## src/rtl/pci_par_pkg.sv

```systemverilog
// Package: shared types and sizes for the bus parity launch unit.
// Assumes one bus clock domain and no knowledge of address decoding.
package pci_par_pkg;

    // Default lane widths of the multiplexed bus.
    localparam int unsigned AD_W_DEF  = 32;
    localparam int unsigned CBE_W_DEF = 4;

    // Phase and role indications presented each clock.
    typedef struct packed {
        logic addr;    // address clock
        logic data;    // data phase clock
        logic write;   // 1 write, 0 read
        logic master;  // 1 initiator, 0 target
    } phase_t;

endpackage

```

## src/rtl/pci_par_tree.sv

```systemverilog
// Module: balanced XOR reduction of WIDTH bits, padded to a power of two.
// Assumes WIDTH >= 1; purely combinational, log2(WIDTH) gate levels deep.
module pci_par_tree #(
    parameter int unsigned WIDTH = 36
) (
    input  logic [WIDTH-1:0] bits_in,
    output logic             odd_out
);
    localparam int unsigned LVL   = (WIDTH > 1) ? $clog2(WIDTH) : 0;
    localparam int unsigned LEAVES = 1 << LVL;
    localparam int unsigned NODES  = 2 * LEAVES - 1;

    logic [NODES-1:0] node;

    // Leaf layer: real bits, zero padding beyond WIDTH.
    for (genvar i = 0; i < LEAVES; i++) begin : g_leaf
        if (i < WIDTH) begin : g_real
            assign node[LEAVES-1+i] = bits_in[i];
        end else begin : g_pad
            assign node[LEAVES-1+i] = 1'b0;
        end
    end

    // Internal layers: each node combines its two children.
    for (genvar k = 0; k < LEAVES - 1; k++) begin : g_inner
        assign node[k] = node[2*k+1] ^ node[2*k+2];
    end

    assign odd_out = node[0];

endmodule

```

## src/rtl/pci_par_owner.sv

```systemverilog
// Module: decides whether this interface owns the parity line this clock
// and whether the clock is a launching event.
// Assumes the phase flags and ready strobes are already synchronous samples.
module pci_par_owner
    import pci_par_pkg::*;
(
    input  phase_t ph,
    input  logic   irdy_n,
    input  logic   trdy_n,
    output logic   own,
    output logic   launch
);
    logic m_addr, m_wr, s_rd;

    // Classify the clock into the three owned phase kinds.
    always_comb begin
        m_addr = ph.master & ph.addr;
        m_wr   = ph.master & ph.data & ph.write;
        s_rd   = ~ph.master & ph.data & ~ph.write;
    end

    // Ownership spans the whole phase; launch needs the matching strobe.
    always_comb begin
        own    = m_addr | m_wr | s_rd;
        launch = m_addr | (m_wr & ~irdy_n) | (s_rd & ~trdy_n);
    end

endmodule

```

## src/rtl/pci_par_launch.sv

```systemverilog
// Module: single pipeline register holding the parity bit and its enable.
// Assumes synchronous active-low reset; parity input is combinational.
module pci_par_launch (
    input  logic clk,
    input  logic rst_n,
    input  logic odd_in,
    input  logic launch,
    input  logic own,
    output logic par_q,
    output logic oe_q
);
    // Capture on a launch, hold otherwise; enable lives while owned.
    always_ff @(posedge clk) begin
        if (!rst_n) begin
            par_q <= 1'b0;
            oe_q  <= 1'b0;
        end else begin
            if (launch) begin
                par_q <= odd_in;
            end
            oe_q <= launch | (oe_q & own);
        end
    end

endmodule

```

## src/rtl/pci_par_gen.sv

```systemverilog
// Module: top of the bus parity launch unit.
// Computes even parity over address/data and command/byte-enable lanes,
// launches it one clock after an owned qualifying event and drives the
// pad enable while the phase is owned. Assumes the pad sits outside.
module pci_par_gen
    import pci_par_pkg::*;
#(
    parameter int unsigned AD_W  = AD_W_DEF,
    parameter int unsigned CBE_W = CBE_W_DEF
) (
    input  logic             clk,
    input  logic             rst_n,
    input  logic [AD_W-1:0]  ad,
    input  logic [CBE_W-1:0] cbe_n,
    input  logic             addr_phase,
    input  logic             data_phase,
    input  logic             is_write,
    input  logic             is_master,
    input  logic             irdy_n,
    input  logic             trdy_n,
    output logic             par,
    output logic             par_oe
);
    localparam int unsigned BUS_W = AD_W + CBE_W;

    phase_t ph;
    logic   odd;
    logic   own;
    logic   launch;

    // Gather the phase flags into one structure.
    always_comb begin
        ph.addr   = addr_phase;
        ph.data   = data_phase;
        ph.write  = is_write;
        ph.master = is_master;
    end

    pci_par_tree #(.WIDTH(BUS_W)) u_tree (
        .bits_in ({cbe_n, ad}),
        .odd_out (odd)
    );

    pci_par_owner u_owner (
        .ph     (ph),
        .irdy_n (irdy_n),
        .trdy_n (trdy_n),
        .own    (own),
        .launch (launch)
    );

    pci_par_launch u_launch (
        .clk    (clk),
        .rst_n  (rst_n),
        .odd_in (odd),
        .launch (launch),
        .own    (own),
        .par_q  (par),
        .oe_q   (par_oe)
    );

endmodule

```

## config.mk

```make
export PLATFORM = sky130hd
export DESIGN_NAME = pci_par_gen
export DESIGN_NICKNAME = d
export VERILOG_FILES = /design/src/rtl/pci_par_pkg.sv /design/src/rtl/pci_par_tree.sv /design/src/rtl/pci_par_owner.sv /design/src/rtl/pci_par_launch.sv /design/src/rtl/pci_par_gen.sv
export SDC_FILE = /design/constraint.sdc
export NUM_CORES = 1
export LEC_CHECK = 0
export BUFFER_PORTS_ARGS = -buffer_cell sky130_fd_sc_hd__buf_2
export CORE_AREA = 2 2 39 41
export CTS_BUF_LIST = sky130_fd_sc_hd__clkbuf_2 sky130_fd_sc_hd__clkbuf_4 sky130_fd_sc_hd__clkbuf_8
export DETAILED_ROUTE_END_ITERATION = 12
export DIE_AREA = 0 0 41 43
export PLACE_DENSITY = 0.75
export SETUP_SLACK_MARGIN = 0.15
export SLEW_MARGIN = 10
export SYNTH_ARGS = -nofsm -noshare
export SYNTH_HDL_FRONTEND = slang
export SYNTH_HIERARCHICAL = 1
export SYNTH_SLANG_ARGS = --single-unit
```

## constraint.sdc

```tcl
create_clock -name clk -period 2.3 [get_ports clk]
set_input_delay 0.46 -clock clk [delete_from_list [all_inputs] [get_ports clk]]
set_output_delay 0.46 -clock clk [all_outputs]
set_load 0.02 [all_outputs]
```

# ---- Word level (Yosys, flattened, before mapping)
# Cells that the tools add are included.
dict set report word_totals {
  elab_cells 54
  output_inout_bits 2
  inputBits 44
  register_bits 2
}
dict set report op_classes {
  bitwise_logic 52
}
# cell count
set op_table {}
lappend op_table {{$xor A1 B1 Y1} 35}
lappend op_table {{$and A1 B1 Y1} 8}
lappend op_table {{$or A1 B1 Y1} 5}
lappend op_table {{$not A1 Y1} 4}

# ---- Longest topological paths before layout
# Gate-level depths: netlist of the first run.
dict set report logic_depth {
  ltp_word 6
  ltp_mapped 7
  mapped_depth_nobuf 7
}

# ---- By module
# Netlist of the first run, hierarchy kept.
# mod area_each_um2 cells_each instances seq_area_each_um2
set by_module_without_submodules {}
lappend by_module_without_submodules {pci_par_tree 311.5 34 1 0.0}
lappend by_module_without_submodules {pci_par_launch 67.6 6 1 40.0}
lappend by_module_without_submodules {pci_par_owner 48.8 7 1 0.0}

# ---- Worst setup path before layout of the first run
# No wires, ideal clock.
dict set report synth_path {
  path_type {input-to-reg}
  startpoint {input ad[28]}
  endpoint {register u_launch.par_q}
  path_stages 7
  required_time_ns 2.184
  arrival_time_ns 1.617
  path_slack_ns 0.567
  setup_time_ns 0.116
  path_buffers 0
  path_cell_list {xor2_1 -> xnor2_1 -> xnor2_1 -> xnor3_1 -> xnor2_1 -> mux2i_1 -> nor2b_1}
}
dict set report synth_between {
  elab_chain_cells 6
}
# element line_no
set synth_rtl {}
lappend synth_rtl {{start, declared} pci_par_gen.sv:13} ;# input logic [AD_W-1:0] ad,
lappend synth_rtl {{$xor A1 B1 Y1 (6 in a row)} pci_par_tree.sv:26} ;# assign node[k] = node[2*k+1] ^ node[2*k+2];
lappend synth_rtl {{via odd} pci_par_gen.sv:27} ;# logic odd;
lappend synth_rtl {{end signal, assigned} pci_par_launch.sv:19} ;# par_q <= odd_in;
lappend synth_rtl {{end, declared} pci_par_launch.sv:9} ;# output logic par_q,
# The timed path passes the listed nets, and every way through them passes these cells.
# A chain may end at the register's enable or synchronous reset.

# ---- Worst setup path in the final report of the first run
dict set report layout_path {
  startpoint {input cbe_n[2]}
  endpoint {register u_launch.par_q}
}
dict set report layout_between {
  elab_chain_cells 3
}
# element line_no
set layout_rtl {}
lappend layout_rtl {{start, declared} pci_par_gen.sv:14} ;# input logic [CBE_W-1:0] cbe_n,
lappend layout_rtl {{$xor A1 B1 Y1 (3 in a row)} pci_par_tree.sv:26}
lappend layout_rtl {{via odd} pci_par_gen.sv:27}
# The timed path passes the listed nets, and every way through them passes these cells.

==> impl_metrics.ini, run 1 <==
[run_status]
status = completed

[place]
place_congestion = 0.661
dp_hpwl_microns = 888
port_buffers = 45
placed_area_sq_um = 673
dp.cells = 108

[setup_path]
cp_slowest_stage_delay_ps = 420
critPathKind = input port to flop
start_kind = input port
r2r.worst_path.cells = 2
worstSetupEndpointType = flop
cpMostUsedCell = xnor2_1
cp_slowest_cell = xnor3_1
r2r_start = u_launch/oe_q
critPathArrivalTime_ps = 1780
worstPathCellList = buf_2, xnor2_1, xnor2_1, xnor2_1, xnor3_1, xnor2_1, mux2i_1, nor2b_1
r2r_slack_ps = 1710
startpoint = cbe_n[2]
worstPathRequired_ps = 2410
worstPathMaxFanout = 1

[synth]
synth_flop_cell = dfxtp_1
avgSynthCellArea_sq_um = 9.10
netlist_area_sq_um = 428
synthArstFlopShare_pct = 0
yosysUniqueCellTypes = 12
yosysMostFrequentCell = xnor2_1
synth_top_area_share_pct = 59.4
ys_seq_area_share_pct = 9.36
synthTopCellsByCount = 29 x xnor2_1, 4 x xor2_1
ys_ff_latch = 2
ys_warn_count = 6
synth_area_leaders = xnor2_1 59%, dfxtp_1 9.4%, xor2_1 8.2%
synthCells = 47
synth_nets = 91
yosys.area.top_type = xnor2_1
synth_edf_count = 0

[pwr]
power_leakage_uw = 0.000332
p_per_area_nw_per_um2 = 563
p_total_uw = 392
vdd_ir_drop_max_mv = 0.295

[global_route]
grt_max_degree = 5
antenna_found_initial = 0
grt_pass1_wl_mm = 1.41
grt.overflow.total = 0
grt.total_usage_pct = 12.7
grt_pass1_vias = 423

[run]
maxCapViolations = 0

[clock_tree]
root_buffer = clkbuf_4
cts_resized = 0
cts_buffers = 3
clk_pin_slew_ps = 30
cts_setup_buffers = 0
clock_latency_ps = 220
hold_buffers = 0
clkSinkCount = 2
cts.htree.levels = 1
clockBufferDepth = 2
cts_tree = built

[timing]
skew_ps = 0
fmax_ghz = 0.601
finalCritPeriodShare_pct = 72.3
rsz0062_at_grt = false
worstMarginPinSlew_ps = 181
relSlewSlack_pct = 87.8
setup_viol = 0
finalCriticalPeriod_ps = 1660
slew_viol_final = 0
hold_viol = 0
final.setup.tns_ps = 0

[worst_hold_path]
hold_class = input port to flop
hold_depth = 2
min_from = rst_n

[final_layout]
fin_cells = 111
layout.nets = 141
nFillCells = 145
diodes = 0
regArea_sq_um = 40.0
drive_gt1_share_pct = 50.5
area_delta_synth_final_pct = 62.6
multi_input_area_sq_um = 388
final_area_sq_um = 696

[drt]
via_per_inst = 4.27
wire_per_inst_microns = 8.44
dr.pass1.iters = 1
wl_microns = 937
drt_iter0_drc = 0
drc_errors = 0
antenna_left = 0
vias = 474

[floorplan]
dieWidth_microns = 41
die_h_microns = 43
ios = 46
initial_utilization_pct = 30.9
core-area_sq_um = 1380
die_area_sq_um = 1760
fp-row-count = 14
cells in the final DEF, fill, tap and decap left out:
cell / synthesis / final
dfxtp_1: 2 / 2
nand3_1: 1 / 1
nand4b_1: 1 / 1
nand2b_1: 1 / 1
clkbuf_4: 0 / 3
buf_2: 0 / 45
nand2_1: 1 / 1
xnor2_1: 29 / 29
xor2_1: 4 / 4
a21oi_1: 2 / 2
or4b_1: 1 / 1
nor2b_1: 2 / 2
mux2i_1: 2 / 2
xnor3_1: 1 / 1
state kept, by name (all words and copies together), names as in the netlist:
| register | cells |
|---|---|
| u_launch/oe_q | 1 |
| u_launch/par_q | 1 |
worst max-delay path, delay by kind of cell:
| family | cells | cell delay [ps] |
|---|---|---|
| xor gates and xnor gates | 5 | 1030 |
| and+or+nand+nor | 1 | 50 |
| buffers and inverters | 1 | 100 |
| muxes | 1 | 120 |
cell type report:
cell class	instances	share of cell area, %
timing repair buffer	45	32.4
tap	16	2.88
multi-input combinational	45	55.8
clock buffer	3	3.24
sequential	2	5.76
logic make-up (layout without fill, tap and decap cells):
family / after synthesis / count (layout) / synth area share (%)
buffers and inverters: 0 / 48 / 0
and+or+nand+nor: 7 / 7 / 10.8
AOI/OAI and AO/OA: 2 / 2 / 2.34
xor gates and xnor gates: 34 / 34 / 72.8
muxes: 2 / 2 / 4.68
DFF: 2 / 2 / 9.36
path summary, 6_finish.rpt:
kind,to
worst min-delay path,u_launch/oe_q
worst max-delay path,u_launch/par_q
worst min register to register,u_launch/oe_q
worst max register to register,u_launch/oe_q
report_power, final:
part	switching, uW	total [uW]	internal [uW]
clock network	20.4	77.9	57.5
logic	101	262	162
registers	5.35	51.2	45.9
total	126	392	265
routing by layer:
layer | part of all wire [%] | global-route usage, % | routed length, microns
met1 | 29 | 9.58 | 275
met2 | 53 | 20.9 | 499
met4 | 3.8 | 12.0 | 36
met3 | 13 | 6.28 | 125
met5 | 0 | 0 | 0
through the flow:
step	util, %	hold slack (ps)	setup slack, ps
6_report	50.3	459	637
5_1_grt	50.3	464	525
4_1_cts	50.3	461	618
3_5_place_dp	48.6	507	390
3_3_place_gp	48.6	495	406
2_1_floorplan	-	588	567
(Power assumes the default switching activity.)
==> run 2: changes to the inputs <==
Settings changed: CORE_AREA 2 2 39 41 to default, CORE_MARGIN from default to 2, CORE_UTILIZATION from default to 31, DIE_AREA 0 0 41 43 to default, PLACE_DENSITY 0.75 to 0.76.
Clock period 2.3 ns to 1.5 ns, I/O delays scaled along.
==> impl_metrics.ini, run 2 (synthesis results as in run 1) <==
[run_status]
status = complete, but fails checks
failed_checks = negative setup slack

[place]
dp.cells = 107
pre_cts_ws_ps = -262
dp_hpwl_microns = 882
place_congestion = 0.626
placed_area_sq_um = 679
port_buffers = 45

[final_layout]
reg_top3 = u_launch/oe_q (1), u_launch/par_q (1)
postLayoutCoreUtil_pct = 60.8
fin_cells = 110
nFillCells = 124
regArea_sq_um = 40.0
drive_gt1_share_pct = 57.9
diodes = 0
layout.nets = 141
area_delta_synth_final_pct = 84.8
final_common_cell = buf_2
multi_input_area_sq_um = 440
final_area_sq_um = 791
final_cell_mix = 38 x buf_2, 23 x xnor2_1, 7 x buf_6

[timing]
finalCritPeriodShare_pct = 101
rsz0062_at_grt = true
hold_viol = 0
layout_setup_ws_ps = -7.72
worstMarginPinSlew_ps = 197
skew_ps = 0
fmax_ghz = 0.663
setup_viol = 1
relSlewSlack_pct = 86.8
finalCriticalPeriod_ps = 1510
slew_viol_final = 0
final.setup.tns_ps = -7.72

[floorplan]
fp-row-count = 13
ios = 46
die_h_microns = 41.2
die_area_sq_um = 1690
initial_utilization_pct = 32.9
dieWidth_microns = 41.2
core-area_sq_um = 1300

[global_route]
grt_pass1_vias = 434
grt_pass1_wl_mm = 1.36
antenna_found_initial = 0
grt.overflow.total = 0
grt.total_usage_pct = 12.5
grt_max_degree = 5

[worst_hold_path]
hold_class = input port to flop
hold_path_end = u_launch/oe_q
hold_depth = 2
min_from = rst_n

[clock_tree]
cts_buffers = 3
cts_setup_buffers = 0
root_buffer = clkbuf_4
cts.htree.levels = 1
clk_pin_slew_ps = 30
clkSinkCount = 2
hold_buffers = 0
cts_tree = built
clock_latency_ps = 230
clockBufferDepth = 2

[pwr]
vdd_ir_drop_max_mv = 0.356
power.share.clock_pct = 19.4
power_leakage_uw = 0.000382
seq_power_share_pct = 12.4
p_per_area_nw_per_um2 = 807
intPower_uw = 429
switching_share_pct = 32.8
switchingPower_uw = 209
power_frac_comb_pct = 68.2

[drt]
dr.pass1.iters = 4
drc_errors = 0
via_per_inst = 4.43
wire_per_inst_microns = 9.51
drt_iter0_drc = 2
antenna_left = 0
wl_mm = 1.05
vias = 487

[setup_path]
worstSetupEndpointType = flop
critPathKind = input port to flop
r2r.worst_path.cells = 2
cpMostUsedCell = xnor2_1
r2r_slack_ps = 890
cp_slowest_stage_delay_ps = 420
start_kind = input port
r2r_start = u_launch/par_q
critPathArrivalTime_ps = 1620
r2r-end = u_launch/par_q
cp_slowest_cell = xnor3_1
worstPathRequired_ps = 1610
worstPathMaxFanout = 1
worstPathCellList = buf_6, xor2_2, xnor2_1, xnor2_1, xnor3_1, xnor2_1, mux2i_1, nor2b_1

[run]
maxCapViolations = 0
run 2: cell count changes in the layout (fill, tap and decap cells not counted):
cell	previous run	this run
xor2_2	0	1
buf_6	0	7
xnor2_1	29	23
buf_2	45	38
xnor2_2	0	6
xor2_1	4	3
run 2: worst max path at each step:
stage          cells after the start             end  slack [ps]   start
6_report                           8  u_launch/par_q          -8  ad[19]
5_1_grt                            8  u_launch/par_q        -140  ad[11]
4_1_cts                            8  u_launch/par_q         -20   ad[1]
3_5_place_dp                       8  u_launch/par_q        -260  ad[11]
3_3_place_gp                       8  u_launch/par_q        -230  ad[13]
2_1_floorplan                      7  u_launch/par_q         -60  ad[16]
run 2: repair_timing:
item                                    in CTS  in global routing
endpoints found under the setup margin       1                  1
gates resized for setup                      6                  7
pin swaps                                    5                  8
run 2: stage by stage:
stage / power (uW) / hold slack (ps)
after CTS: 634 / 292
final: 639 / 293
after global routing: 693 / 323
after floorplan: 388 / 428
after detailed placement: 493 / 504
after global placement: 487 / 500
run 2: power groups by stage:
stage | registers, uW | logic [uW] | clock network (uW)
global placement | 80.2 | 407 | 0
floorplan | 98.8 | 289 | 0
CTS | 79.2 | 428 | 127
global route | 79.9 | 481 | 132
detailed placement | 79.8 | 413 | 0
finish | 79.0 | 436 | 124
run 2: critical path, delay by kind of cell:
kind	cells	cell delay, ps
xor+xnor	5	1030
buf+inv	1	100
mux	1	140
simple gates	1	60
run 2: cell type report:
| cell class | count | area share [%] |
|---|---|---|
| Clock buffer | 3 | 2.85 |
| Multi-Input combinational cell | 45 | 55.7 |
| Sequential cell | 2 | 5.06 |
| Tap cell | 15 | 2.37 |
| Timing Repair Buffer | 45 | 34.0 |
run 2: metal layers:
layer	share of wire (%)	wire length [microns]	vias to the layer above	global-route usage (%)
met3	11	119	2	3.26
li1	-	-	247	-
met1	32	336	206	11.6
met4	1.8	19	0	7.26
met2	55	572	32	23.8
met5	0	0	-	0
